==> src/rtl/burst_seq_pkg.sv <==
package burst_seq_pkg;

    localparam int BEAT_W = 2;

    typedef enum logic [1:0] {
        CMD_IDLE  = 2'd0,
        CMD_LOAD  = 2'd1,
        CMD_DESEL = 2'd2,
        CMD_STEP  = 2'd3
    } cmd_e;

    typedef enum logic {
        ORD_LINEAR = 1'b0,
        ORD_INTERLV = 1'b1
    } order_e;

endpackage

==> src/rtl/bas_cmd_decode.sv <==
module bas_cmd_decode
    import burst_seq_pkg::*;
#(
    parameter int NUM_SEL = 3
) (
    input  logic               clk_en_n,
    input  logic               adv_nload,
    input  logic [NUM_SEL-1:0] sel_act,
    output cmd_e               cmd
);

    logic all_sel;

    assign all_sel = &sel_act;

    always_comb begin
        if (clk_en_n) begin
            cmd = CMD_IDLE;
        end else if (adv_nload) begin
            cmd = CMD_STEP;
        end else if (all_sel) begin
            cmd = CMD_LOAD;
        end else begin
            cmd = CMD_DESEL;
        end
    end

endmodule

==> src/rtl/bas_low_gen.sv <==
module bas_low_gen
    import burst_seq_pkg::*;
#(
    parameter int LOW_W = BEAT_W
) (
    input  logic [LOW_W-1:0] base_lo,
    input  logic [LOW_W-1:0] beat,
    input  order_e           ord,
    output logic [LOW_W-1:0] lo
);

    logic [LOW_W-1:0] lin;
    logic [LOW_W-1:0] ilv;

    assign lin = base_lo + beat;

    for (genvar i = 0; i < LOW_W; i++) begin : g_ilv
        assign ilv[i] = base_lo[i] ^ beat[i];
    end

    assign lo = (ord == ORD_INTERLV) ? ilv : lin;

endmodule

==> src/rtl/burst_addr_seq.sv <==
module burst_addr_seq
    import burst_seq_pkg::*;
#(
    parameter int ADDR_W  = 17,
    parameter int NUM_SEL = 3
) (
    input  logic               clk,
    input  logic               rst_n,
    input  logic               clk_en_n,
    input  logic               adv_nload,
    input  logic [NUM_SEL-1:0] sel_act,
    input  logic               wr_en_n,
    input  logic               order_sel,
    input  logic [ADDR_W-1:0]  addr_in,
    output logic [ADDR_W-1:0]  word_addr,
    output logic               acc_write,
    output logic               burst_act
);

    localparam int HI_W = ADDR_W - BEAT_W;

    typedef struct packed {
        logic [ADDR_W-1:0] base;
        logic [BEAT_W-1:0] beat;
        logic              wr;
        order_e            ord;
        logic              act;
    } seq_t;

    cmd_e              cmd;
    seq_t              st_d;
    seq_t              st_q;
    logic [BEAT_W-1:0] beat_inc_d;
    logic [BEAT_W-1:0] low_q;
    logic [HI_W-1:0]   hi_q;

    bas_cmd_decode #(.NUM_SEL(NUM_SEL)) u_dec (
        .clk_en_n (clk_en_n),
        .adv_nload(adv_nload),
        .sel_act  (sel_act),
        .cmd      (cmd)
    );

    assign beat_inc_d = st_q.beat + {{(BEAT_W-1){1'b0}}, 1'b1};

    always_comb begin
        st_d = st_q;
        case (cmd)
            CMD_LOAD: begin
                st_d.base = addr_in;
                st_d.beat = '0;
                st_d.wr   = ~wr_en_n;
                st_d.ord  = order_sel ? ORD_INTERLV : ORD_LINEAR;
                st_d.act  = 1'b1;
            end
            CMD_DESEL: begin
                st_d.act = 1'b0;
            end
            CMD_STEP: begin
                if (st_q.act) begin
                    st_d.beat = beat_inc_d;
                end
            end
            default: begin
            end
        endcase
    end

    always_ff @(posedge clk or negedge rst_n) begin
        if (!rst_n) begin
            st_q <= '{base: '0, beat: '0, wr: 1'b0, ord: ORD_LINEAR, act: 1'b0};
        end else begin
            st_q <= st_d;
        end
    end

    bas_low_gen #(.LOW_W(BEAT_W)) u_low (
        .base_lo(st_q.base[BEAT_W-1:0]),
        .beat   (st_q.beat),
        .ord    (st_q.ord),
        .lo     (low_q)
    );

    assign hi_q      = st_q.base[ADDR_W-1:BEAT_W];
    assign word_addr = {hi_q, low_q};
    assign acc_write = st_q.wr;
    assign burst_act = st_q.act;

endmodule

==> config.mk <==
export PLATFORM = sky130hd
export DESIGN_NAME = burst_addr_seq
export DESIGN_NICKNAME = d
export VERILOG_FILES = /design/src/rtl/burst_seq_pkg.sv /design/src/rtl/bas_cmd_decode.sv /design/src/rtl/bas_low_gen.sv /design/src/rtl/burst_addr_seq.sv
export SDC_FILE = /design/constraint.sdc
export NUM_CORES = 1
export LEC_CHECK = 0
export BUFFER_PORTS_ARGS = -buffer_cell sky130_fd_sc_hd__buf_2
export CAP_MARGIN = 20
export CORE_MARGIN = 3
export CORE_UTILIZATION = 35
export CTS_CLUSTER_SIZE = 40
export DETAILED_ROUTE_END_ITERATION = 7
export GPL_ROUTABILITY_DRIVEN = 1
export GPL_TIMING_DRIVEN = 0
export PLACE_DENSITY = 0.75
export SLEW_MARGIN = 20
export SYNTH_ARGS = -nofsm -noshare
export SYNTH_HDL_FRONTEND = slang
export SYNTH_SLANG_ARGS = --single-unit
==> constraint.sdc <==
create_clock -name clk -period 1 [get_ports clk]
set_clock_uncertainty 0.1 [all_clocks]
set_input_delay 0.15 -clock clk [delete_from_list [all_inputs] [get_ports clk]]
set_output_delay 0.15 -clock clk [all_outputs]
set_load 0.02 [all_outputs]
### Yosys cells after proc, flatten, opt, wreduce, memory -nomap -nowiden

Index checks and enable logic that the tools add are counted.

* $add $sub $neg: 2
* multipliers: 0
* divide/modulo/power cells: 0
* $lt $le $gt $ge: 0
* equality and inequality tests: 4
* shift operators: 0
* multiplexer cells: 8
* bitwise logic cells: 3
* reductions and logical operators: 4

Operators with widths (count)
* 2-bit two-way mux: 5
* 2-bit equality test (second input constant): 2
* 2-bit case mux with 2 select lines: 1
* 2-bit nonzero test: 2
* 3-bit AND reduction: 1
* 2-bit by 1-bit adder with 2-bit output (second input constant): 1
* 2-bit adder: 1
* 2-bit by 1-bit equality test with 1-bit output (second input constant): 1
* 2-bit != test (second input constant): 1
* 1-bit case mux with 2 select lines: 1
* 2-bit AND reduction: 1
* 1-bit bitwise XOR: 2
* 1-bit two-way mux: 1
* 1-bit NOT: 1

* bits in registers: 22
* bits in latches: 0
* memory bits (writable): 0
* bits in read-only memories: 0
* input port bits: 26
* output and inout port bits: 19
* logic and storage cells: 26
* memories: 0

### Logic depth before layout (Yosys ltp)

Gate-level depths: netlist (run 1).

* word-level depth: 7
* gate-level depth with buffers: 4
* mapped depth without buffers: 3

### By module

From an unflattened synthesis (run 1), not the netlist that was laid out.

* cell total of the unflattened synthesis: 83
* area, all modules: 1126.1 um^2

Modules (own cells, without submodules)
* burst_addr_seq: times used 1, cells an instance 75, area each 1067.3 um^2, sequential area each 550.5 um^2
* bas_low_gen: times used 1, cells an instance 4, area each 36.3 um^2, sequential area each 0.0 um^2
* bas_cmd_decode: times used 1, cells an instance 4, area each 22.5 um^2, sequential area each 0.0 um^2

### Least setup slack after synthesis (run 1)

Ideal clock, no wire load.

* path kind: reg-to-output
* from: register st_q[3] in the netlist's numbering
* to: output word_addr[1]
* arrival: 1.083 ns
* data required time: 0.750 ns
* path slack: -0.333 ns
* cell stages (with the launch flop): 4
* path buffers: 0
* cell sequence: dfrtp_1 ha_1 nor2b_1 xnor2_1

* longest elaborated chain between the ends: 2

Ends and longest elaborated chain
* start, declared: line burst_addr_seq.sv:32 `seq_t st_q;`
* start signal, assigned: line burst_addr_seq.sv:71 `st_q <= '{base: '0, beat: '0, wr: 1'b0, ord: ORD_LINEAR, act: 1'b0};`
* start signal, assigned: line burst_addr_seq.sv:73 `st_q <= st_d;`
* 2-bit adder: line bas_low_gen.sv:15 `assign lin = base_lo + beat;`
* 2-bit two-way mux: line bas_low_gen.sv:21 `assign lo = (ord == ORD_INTERLV) ? ilv : lin;`
* end, declared: line burst_addr_seq.sv:15 `output logic [ADDR_W-1:0] word_addr,`

Every way passes these cells.

### Worst setup path in the final report (run 1)

* from: register st_q[4] in the netlist's numbering
* to: output word_addr[1]

* longest elaborated chain between the ends: 2
* elaborated cells on any way between the ends: 3
* those cells by class: add/sub: 1; mux: 1; bitwise: 1

Ends and longest elaborated chain (line)
* 2-bit adder / 1-bit bitwise XOR (equally long branches): bas_low_gen.sv:15, bas_low_gen.sv:18
* 2-bit two-way mux (*): bas_low_gen.sv:21

Every way passes the cells marked *; elsewhere a longest branch is shown, timed or not.

==> results.cfg, run 1 <==
[critical_path]
cp-startpoint = st_q[4]
r2r_slack_ns = -0.14
arrival_ns = 1.31
crit_slowest_cell = dfrtp_1
cp_cell_sequence = xnor2_2 > xnor2_4 > buf_6
rr_worst_depth = 4
required_ns = 0.75
critPathTopFamily = flip-flops
cp.buffers_inverters = 1
r2r-start = burst_act
end_kind = output port
path_max_fanout = 2
max_stage_delay_ns = 0.44
crit_type = flip-flop to output port
worstReg2RegEnd = st_q[3]
cp-start-kind = flip-flop

[placement]
placed_cells = 162
io_buffers = 44
place_area_um2 = 1430
gp_congestion = 0.690

[yosys]
synth_xor_area_share_pct = 1.60
synth.most_common_cell = dfrtp_1
yosysWarnings = 0
synthDistinctLibCells = 21
netlist_area_um2 = 1100
synth_top_family_by_area = multiplexers
syn_area_per_cell_um2 = 14.4
synthAdderAreaFrac_pct = 1.14
synth.net_count = 103
synth_top_cell_area_share_pct = 50.2
synth_area_leaders = dfrtp_1, mux2_4, buf_4, buf_6, mux2_2
synth-simple-area-share_pct = 6.16
synthArstFlopShare_pct = 100
synthMuxAreaShare_pct = 25.8
synth_top_area_cell = dfrtp_1
seq_area_frac_synth_pct = 50.2
synthTopCellsByCount = dfrtp_1, mux2_4, buf_4
ys_seq_elements = 22
synth_top_flop_cell = dfrtp_1
netlist_instances = 76
synth_compound_area_share_pct = 2.05
synth_edf_count = 0

[finish]
area_growth_pct = 67.5
stdcell_area_um2 = 1840
antenna_cells = 0
drive_gt1_share_pct = 65.1
stdcell_count = 188
fin_nets = 174

[timing]
fin_crit_ns = 1.56
setup_violations = 24
finalCritPeriodShare_pct = 156
max_freq_mhz = 642
finalHoldViolations = 0
slew_viol_final = 0
hold_ws_ns = 0.0480
timing.final.ws_setup_ns = -0.558
tightest_slew_ns = 0.487
rsz0062_at_grt = yes
setup_tns_ns = -3.50
relSlewSlack_pct = 67.6

[floorplanning]
fp.dieH_um = 62.0
core.rowCount = 19
pin_count = 45
initial_core_util_pct = 38.1
die_w_um = 62.0
dieArea_um2 = 3840
coreArea_um2 = 2880

[clocking]
cts_htree_levels = 1
cts-root-buf = clkbuf_4
worstSkewPairLatency_ns = 0.31
clock-sinks = 22
cts_tree = yes
cts.clk_slew.worst_paths_ns = 0.13
cts-buffers-inserted = 3
cts_max_path_buffers = 2

[status]
outcome = finished with violations
violations = setup timing

[worst_hold_path]
holdCritStartpoint = adv_nload
hold_path_end = burst_act
hp-class = input port to flip-flop
hold_path_depth = 3

[grt]
grtUsageMet2_pct = 30.3
grt_max_degree = 23
grt_pass1_wl_um = 4110
use_met3_pct = 1.24
grt_pass1_vias = 963
grt_usage_pct = 15.0
antenna_found_initial = 0
grt.met1_usage_pct = 14.9
grt-ovfl-total = 0
busiest_layer = met2

[pwr]
p_sw_share_pct = 30.7
p_leak_nw = 0.952
pwr-share-clk_pct = 13.8
p_int_mw = 2.48
power.density_nw_per_um2 = 1950
p_switching_mw = 1.10
ir_drop_mv = 0.775
seqPwrFrac_pct = 36.1
power_mw = 3.58
p_comb_share_pct = 50.1

[route]
drtIter0Drc = 26
wl_per_cell_um = 13.6
vias = 798
wirelength_um = 2550
via_per_inst = 4.24
dr.pass1.iters = 3
route.detailed.drc = 0
ant_nets = 0

[job]
maxCapViolCount = 0
==> layout make-up <==
cell class / count / area [um2]
plain buffers: 6 / 73.8
clock buffers: 4 / 36.3
fillers: 228 / 1040
inverters: 1 / 3.75
multi-input cells: 35 / 447
flip-flops and latches: 22 / 552
well taps: 42 / 52.6
repair buffers: 78 / 671
==> cell families after synthesis <==
logic type / count (synthesis)
mux: 20
fa+ha+maj: 1
simple gates: 9
flops: 22
buf+inv: 19
xor+xnor: 2
compound gates: 3
==> how the worst max path moves through the flow <==
stage                     depth (start not counted)            to  slack, ns
after floorplan                                   3  word_addr[1]      -0.16
after detailed placement                          4  word_addr[1]      -0.32
after CTS                                         4  word_addr[1]      -0.56
after global routing                              4  word_addr[1]      -0.61
after global placement                            4  word_addr[1]      -0.30
final                                             3  word_addr[1]      -0.56
==> metal layers <==
metal / part of all wire, % / up-vias
met5: 0 / -
met1: 36 / 391
met2: 60 / 25
met3: 2.7 / 2
li1: - / 380
met4: 1.2 / 0
==> metrics by stage <==
stage,worst slack (ns),utilization [%]
6_report,-0.558,63.8
5_1_grt,-0.614,63.8
4_1_cts,-0.565,62.2
3_5_place_dp,-0.316,49.5
3_3_place_gp,-0.298,49.5
2_1_floorplan,-0.156,-
==> registers in the layout (all words and copies together) (netlist names) <==
signal and flops:
burst_act 1, word_addr 15, st_q 5, acc_write 1
==> repair_timing <==
item | 4_1_cts | 5_1_grt
gates resized for setup | 40 | 9
pin swaps | 3 | 1
setup endpoints to repair | 20 | 29
buffers inserted | 12 | 3
hold buffers | 20 | 0
endpoints found under the hold margin | 41 | 0
==> cells in the final DEF, fill, tap and decap left out, types with 2 or more instances in the layout <==
cell type,count
buf_2,25
clkbuf_8,2
dfrtp_1,21
dlygate4sd3_1,20
mux2_2,2
buf_6,30
mux2_4,16
mux2i_1,2
clkbuf_4,3
buf_4,7
==> power groups by stage <==
stage | Clock [mW] | Sequential, mW | Combinational (mW)
floorplan | 0 | 1.26 | 1.03
global placement | 0 | 1.27 | 1.33
detailed placement | 0 | 1.28 | 1.36
CTS | 0.518 | 1.27 | 1.73
global route | 0.548 | 1.32 | 1.92
finish | 0.494 | 1.29 | 1.79
==> worst reg2reg max path, stage by stage, from the launching register on <==
cell      delay (ns)
dfrtp_2         0.41
buf_6           0.10
nand3b_1        0.12
and2_1          0.16
a21o_1          0.15
Power figures use the tool's default switching activity.
==> run 2, diff against run 1 <==
Settings changed: CORE_MARGIN 3 to 2, HOLD_SLACK_MARGIN from default to 0.02, PLACE_DENSITY 0.75 to 0.74, SYNTH_HIERARCHICAL from default to 1.
==> results.cfg, run 2 <==
[status]
outcome = finished with violations
violations = setup timing

[floorplanning]
dieArea_um2 = 3690
die_w_um = 60.7
pin_count = 45
coreArea_um2 = 3050
core.rowCount = 20
initial_core_util_pct = 36.9
fp.dieH_um = 60.7

[route]
ant_nets = 0
vias = 922
route.detailed.drc = 0
via_per_inst = 4.31
drtIter0Drc = 5
dr.pass1.iters = 3
wirelength_um = 2910
wl_per_cell_um = 13.6

[pwr]
p_sw_share_pct = 30.6
p_switching_mw = 1.10
seqPwrFrac_pct = 34.6
p_leak_nw = 1.03
ir_drop_mv = 0.750
pwr-share-clk_pct = 14.2
p_comb_share_pct = 51.3
power.density_nw_per_um2 = 1630
p_int_mw = 2.48

[timing]
setup_violations = 39
fin_crit_ns = 1.55
finalHoldViolations = 0
finalCritPeriodShare_pct = 155
slew_viol_final = 0
tightest_slew_ns = 0.503
timing.final.ws_setup_ns = -0.550
max_freq_mhz = 645
relSlewSlack_pct = 66.5
rsz0062_at_grt = yes

[yosys]
ys_seq_elements = 22
synth_area_leaders = dfrtp_1, mux2_4, buf_4, mux2_2, ha_1
synthArstFlopShare_pct = 100
netlist_area_um2 = 1130
synth.net_count = 114
synth_top_flop_cell = dfrtp_1
syn_area_per_cell_um2 = 13.6
synth_edf_count = 0
synthTopCellsByCount = dfrtp_1, buf_4, mux2_2, mux2_4, ha_1
yosysWarnings = 6
seq_area_frac_synth_pct = 48.9
synth_top_cell_area_share_pct = 48.9
synthDistinctLibCells = 23
netlist_instances = 83
synth.most_common_cell = dfrtp_1
synth_top_area_cell = dfrtp_1

[critical_path]
path_max_fanout = 2
r2r-start = st_q[3]
required_ns = 0.75
cp-start-kind = flip-flop
cp-startpoint = st_q[6]
crit_type = flip-flop to output port
end_kind = output port
arrival_ns = 1.30

[grt]
grt-ovfl-total = 0
grt_pass1_wl_um = 4190
grt_usage_pct = 15.8
antenna_found_initial = 0
grt_pass1_vias = 954
grt_max_degree = 23

[clocking]
cts.clk_slew.worst_paths_ns = 0.13
cts_htree_levels = 1
cts-root-buf = clkbuf_4
clock-sinks = 22
cts_max_path_buffers = 2
cts_tree = yes
cts-buffers-inserted = 3
worstSkewPairLatency_ns = 0.31

[finish]
area_growth_pct = 95.0
drive_gt1_share_pct = 68.2
final_cell_mix = buf_6, dfrtp_1, dlygate4sd3_1, buf_2, mux2_4
fin_nets = 202
final_common_cell = buf_6
stdcell_area_um2 = 2200
largest_reg_flops = 15
antenna_cells = 0
utilization_pct = 71.9
stdcell_count = 214

[placement]
placed_cells = 171
place_area_um2 = 1490
gp_congestion = 0.647
hpwl_um = 1630
io_buffers = 44

[job]
maxCapViolCount = 0

[worst_hold_path]
hp-class = input port to async pin
-- run 2: changes by cell type after synthesis, moves of 3 or more --
cell | previous run | this run
ha_1 | 1 | 5
mux2_2 | 2 | 9
inv_1 | 1 | 4
mux2_4 | 16 | 9
-- run 2: area by class of cell --
cell class,count,area (um2)
clock buffers,4,36.3
inverters,4,20.0
plain buffers,14,158
flip-flops and latches,22,552
fillers,202,857
multi-input cells,40,589
well taps,44,55.1
repair buffers,86,786
-- run 2: cell families (layout without fill, tap and decap cells) --
group	after synthesis	after routing	synth area share (%)
AO/OA/AOI/OAI	5	5	3.11
AND/OR/NAND/NOR	8	8	4.11
buffers and inverters	21	108	14.1
multiplexers	19	19	21.9
adder cells (fa/ha/maj)	5	5	5.56
flip-flops	22	22	48.9
XOR/XNOR	3	3	2.33
-- run 2: final timing paths --
path / endpoint / slack [ns] / cells after the start
setup / recovery: word_addr[1] / -0.55 / 3
hold / removal: word_addr[10] / 0.23 / 2
setup reg to reg: st_q[3] / -0.24 / 4
hold reg to reg: word_addr[13] / 0.46 / 1
max in group asynchronous: st_q[3] / 0.21 / 2
min in group clk: burst_act / 0.34 / 6
-- run 2: what timing repair did --
action                     in CTS  in global routing
pin swaps                       7                  6
resized for setup              82                  9
setup buffers                  14                  9
hold buffers                   20                  0
gates cloned                    1                  0
setup endpoints to repair      40                 41
hold endpoints to repair       41                  0
-- run 2: power by group through the flow --
| stage | Sequential, mW | Clock, mW | Combinational (mW) |
|---|---|---|---|
| 6_report | 1.24 | 0.506 | 1.83 |
| 5_1_grt | 1.25 | 0.557 | 1.93 |
| 4_1_cts | 1.23 | 0.508 | 1.71 |
| 3_5_place_dp | 1.23 | 0 | 1.11 |
| 3_3_place_gp | 1.21 | 0 | 1.09 |
| 2_1_floorplan | 1.21 | 0 | 0.831 |
-- run 2: metrics by stage --
step / setup WS (ns) / power, mW / hold WS, ns / TNS [ns]
final: -0.550 / 3.57 / 0.234 / -6.32
after global routing: -0.608 / 3.74 / 0.257 / -7.24
after CTS: -0.558 / 3.45 / 0.244 / -6.87
after detailed placement: -0.602 / 2.34 / 0.0436 / -11.35
after global placement: -0.573 / 2.30 / 0.0360 / -10.71
after floorplan: -0.380 / 2.04 / -0.246 / -6.36
-- run 2: per-layer routing --
layer  wire length [um]  global-route usage [%]
met2               1610                    30.3
met1               1140                    17.5
met5                  0                       0
met4                 29                    4.97
met3                138                    2.99
-- run 2: critical path, stage by stage, from the launching register on --
cell and delay (ns):
dfrtp_1 0.44, xnor2_2 0.28, xnor2_4 0.15, buf_6 0.13
==> run 3, diff against run 2 <==
Settings changed: ABC_AREA from default to 1, CORE_MARGIN 2 to 5.
==> results.cfg, run 3 <==
[critical_path]
arrival_ns = 1.28
cp_cell_sequence = ha_4 > nand2_1 > nand3_1 > nand2_1 > inv_2 > buf_6
cp.buffers_inverters = 2
critPathTopFamily = flip-flops
crit_slowest_cell = dfrtp_1
end_kind = output port
cp-start-kind = flip-flop
crit_type = flip-flop to output port
crit_top_cell = nand2_1
required_ns = 0.75
max_stage_delay_ns = 0.44
path_max_fanout = 2

[grt]
grtUsageMet2_pct = 27.5
antenna_found_initial = 0
grt_pass1_wl_um = 5000
grt-ovfl-total = 0
use_met3_pct = 3.33
grt_usage_pct = 14.6
grt_max_degree = 23
grt.met1_usage_pct = 16.3
grt_pass1_vias = 1140
busiest_layer = met2

[placement]
gp_congestion = 0.692
place_area_um2 = 1460
placed_cells = 230
post-place-ws_ns = -0.488
hpwl_um = 1800
io_buffers = 44

[finish]
fin_nets = 251
stdcell_area_um2 = 2160
antenna_cells = 0
utilization_pct = 69.6
stdcell_count = 263
final_common_cell = nand2_1
n_fill_cell = 267
area_growth_pct = 87.3
largest_reg_flops = 15
drive_gt1_share_pct = 53.0
final_cell_mix = nand2_1, buf_6, buf_2

[timing]
fin_crit_ns = 1.53
hold_ws_ns = 0.213
setup_violations = 19
finalHoldViolations = 0
rsz0062_at_grt = yes
tightest_slew_ns = 0.484
finalCritPeriodShare_pct = 153
slew_viol_final = 0
setup_tns_ns = -3.70
timing.final.ws_setup_ns = -0.533
relSlewSlack_pct = 67.8
max_freq_mhz = 652

[clocking]
cts.clk_slew.worst_paths_ns = 0.12
clock-sinks = 22
cts-buffers-inserted = 3
worstSkewPairLatency_ns = 0.30
cts_max_path_buffers = 2
cts_tree = yes
cts_htree_levels = 1
cts-root-buf = clkbuf_4

[yosys]
synth_top_area_cell = dfrtp_1
netlist_area_um2 = 1150
synthArstFlopShare_pct = 100
netlist_instances = 142
synth_area_leaders = dfrtp_1, nand2_1, buf_4, ha_1, inv_1
seq_area_frac_synth_pct = 47.7
ys_seq_elements = 22
synth_top_cell_area_share_pct = 47.7
synth.most_common_cell = nand2_1
syn_area_per_cell_um2 = 8.12
synth.net_count = 173
synth_edf_count = 0
synthTopCellsByCount = nand2_1, dfrtp_1, buf_4
synthDistinctLibCells = 14
synth_top_flop_cell = dfrtp_1
yosysWarnings = 6

[pwr]
ir_drop_mv = 0.824
power.density_nw_per_um2 = 1490
p_leak_nw = 1.12
power_mw = 3.22

[floorplanning]
die_w_um = 67.4
fp.dieH_um = 67.4
core.rowCount = 20
pin_count = 45
dieArea_um2 = 4540
initial_core_util_pct = 37.2
coreArea_um2 = 3100

[route]
vias = 1130
via_per_inst = 4.30
route.detailed.drc = 0
drtIter0Drc = 30
dr.pass1.iters = 4
ant_nets = 0
wirelength_um = 3310
wl_per_cell_um = 12.6

[status]
violations = setup timing
outcome = finished with violations

[worst_hold_path]
hp-class = input port to flip-flop

[job]
maxCapViolCount = 0
run 3: cell count changes in the layout (fill, tap and decap cells not counted), moves of 7 or more:
cell / previous run / this run
nand2_1: 2 / 47
mux2_4: 18 / 0
nand2_2: 0 / 16
buf_6: 42 / 33
nand2_4: 0 / 7
run 3: what timing repair did:
action                     4_1_cts  5_1_grt
buffers inserted                 8        7
gates resized for setup         59       49
pin swaps                        3       13
hold buffers                    20        0
hold endpoints to repair        41        0
cloned                           0        2
setup endpoints to repair       38       41
run 3: routing by layer:
metal,part of all wire (%),up-vias
li1,-,564
met1,36,522
met2,57,38
met3,5.7,6
met4,1.3,0
met5,0,-
run 3: worst paths after layout:
kind	from	endpoint	slack, ns	cells past startpoint
max in group asynchronous	rst_n	st_q[3]	0.22	2
max reg2reg	burst_act	st_q[3]	0.02	5
min reg2reg	word_addr[15]	word_addr[15]	0.41	2
min	clk_en_n	burst_act	0.21	5
min in group asynchronous	rst_n	word_addr[4]	0.22	2
max	st_q[5]	word_addr[1]	-0.53	6
run 3: layout make-up:
type,count,area [um2],area share [%]
well taps,44,55.1,2.55
clock buffers,3,22.5,1.04
flip-flops and latches,22,552,25.5
repair buffers,81,741,34.3
plain buffers,11,131,6.08
inverters,13,56.3,2.61
clock inverters,1,30.0,1.39
multi-input cells,88,573,26.5
run 3: tightest hold or removal path, delay by kind of cell:
| kind | cells | cell delay [ns] |
|---|---|---|
| compound gates | 2 | 0.12 |
| fa+ha+maj | 1 | 0.13 |
| buf+inv | 2 | 0.18 |
run 3: cells by family (layout without fill, tap and decap cells):
| kind of cell | count (synthesis) | in the layout | synth area share [%] |
|---|---|---|---|
| and+or+nand+nor | 80 | 80 | 27.3 |
| DFF | 22 | 22 | 47.7 |
| AOI/OAI and AO/OA | 3 | 3 | 1.95 |
| buffers and inverters | 32 | 109 | 17.6 |
| adders and majority gates | 5 | 5 | 5.42 |
run 3: power by group:
part	internal, mW	switching [mW]	leakage (nW)
logic	0.765	0.585	0.817
clock network	0.405	0.272	0.0279
registers	1.04	0.150	0.274
total	2.21	1.01	1.12
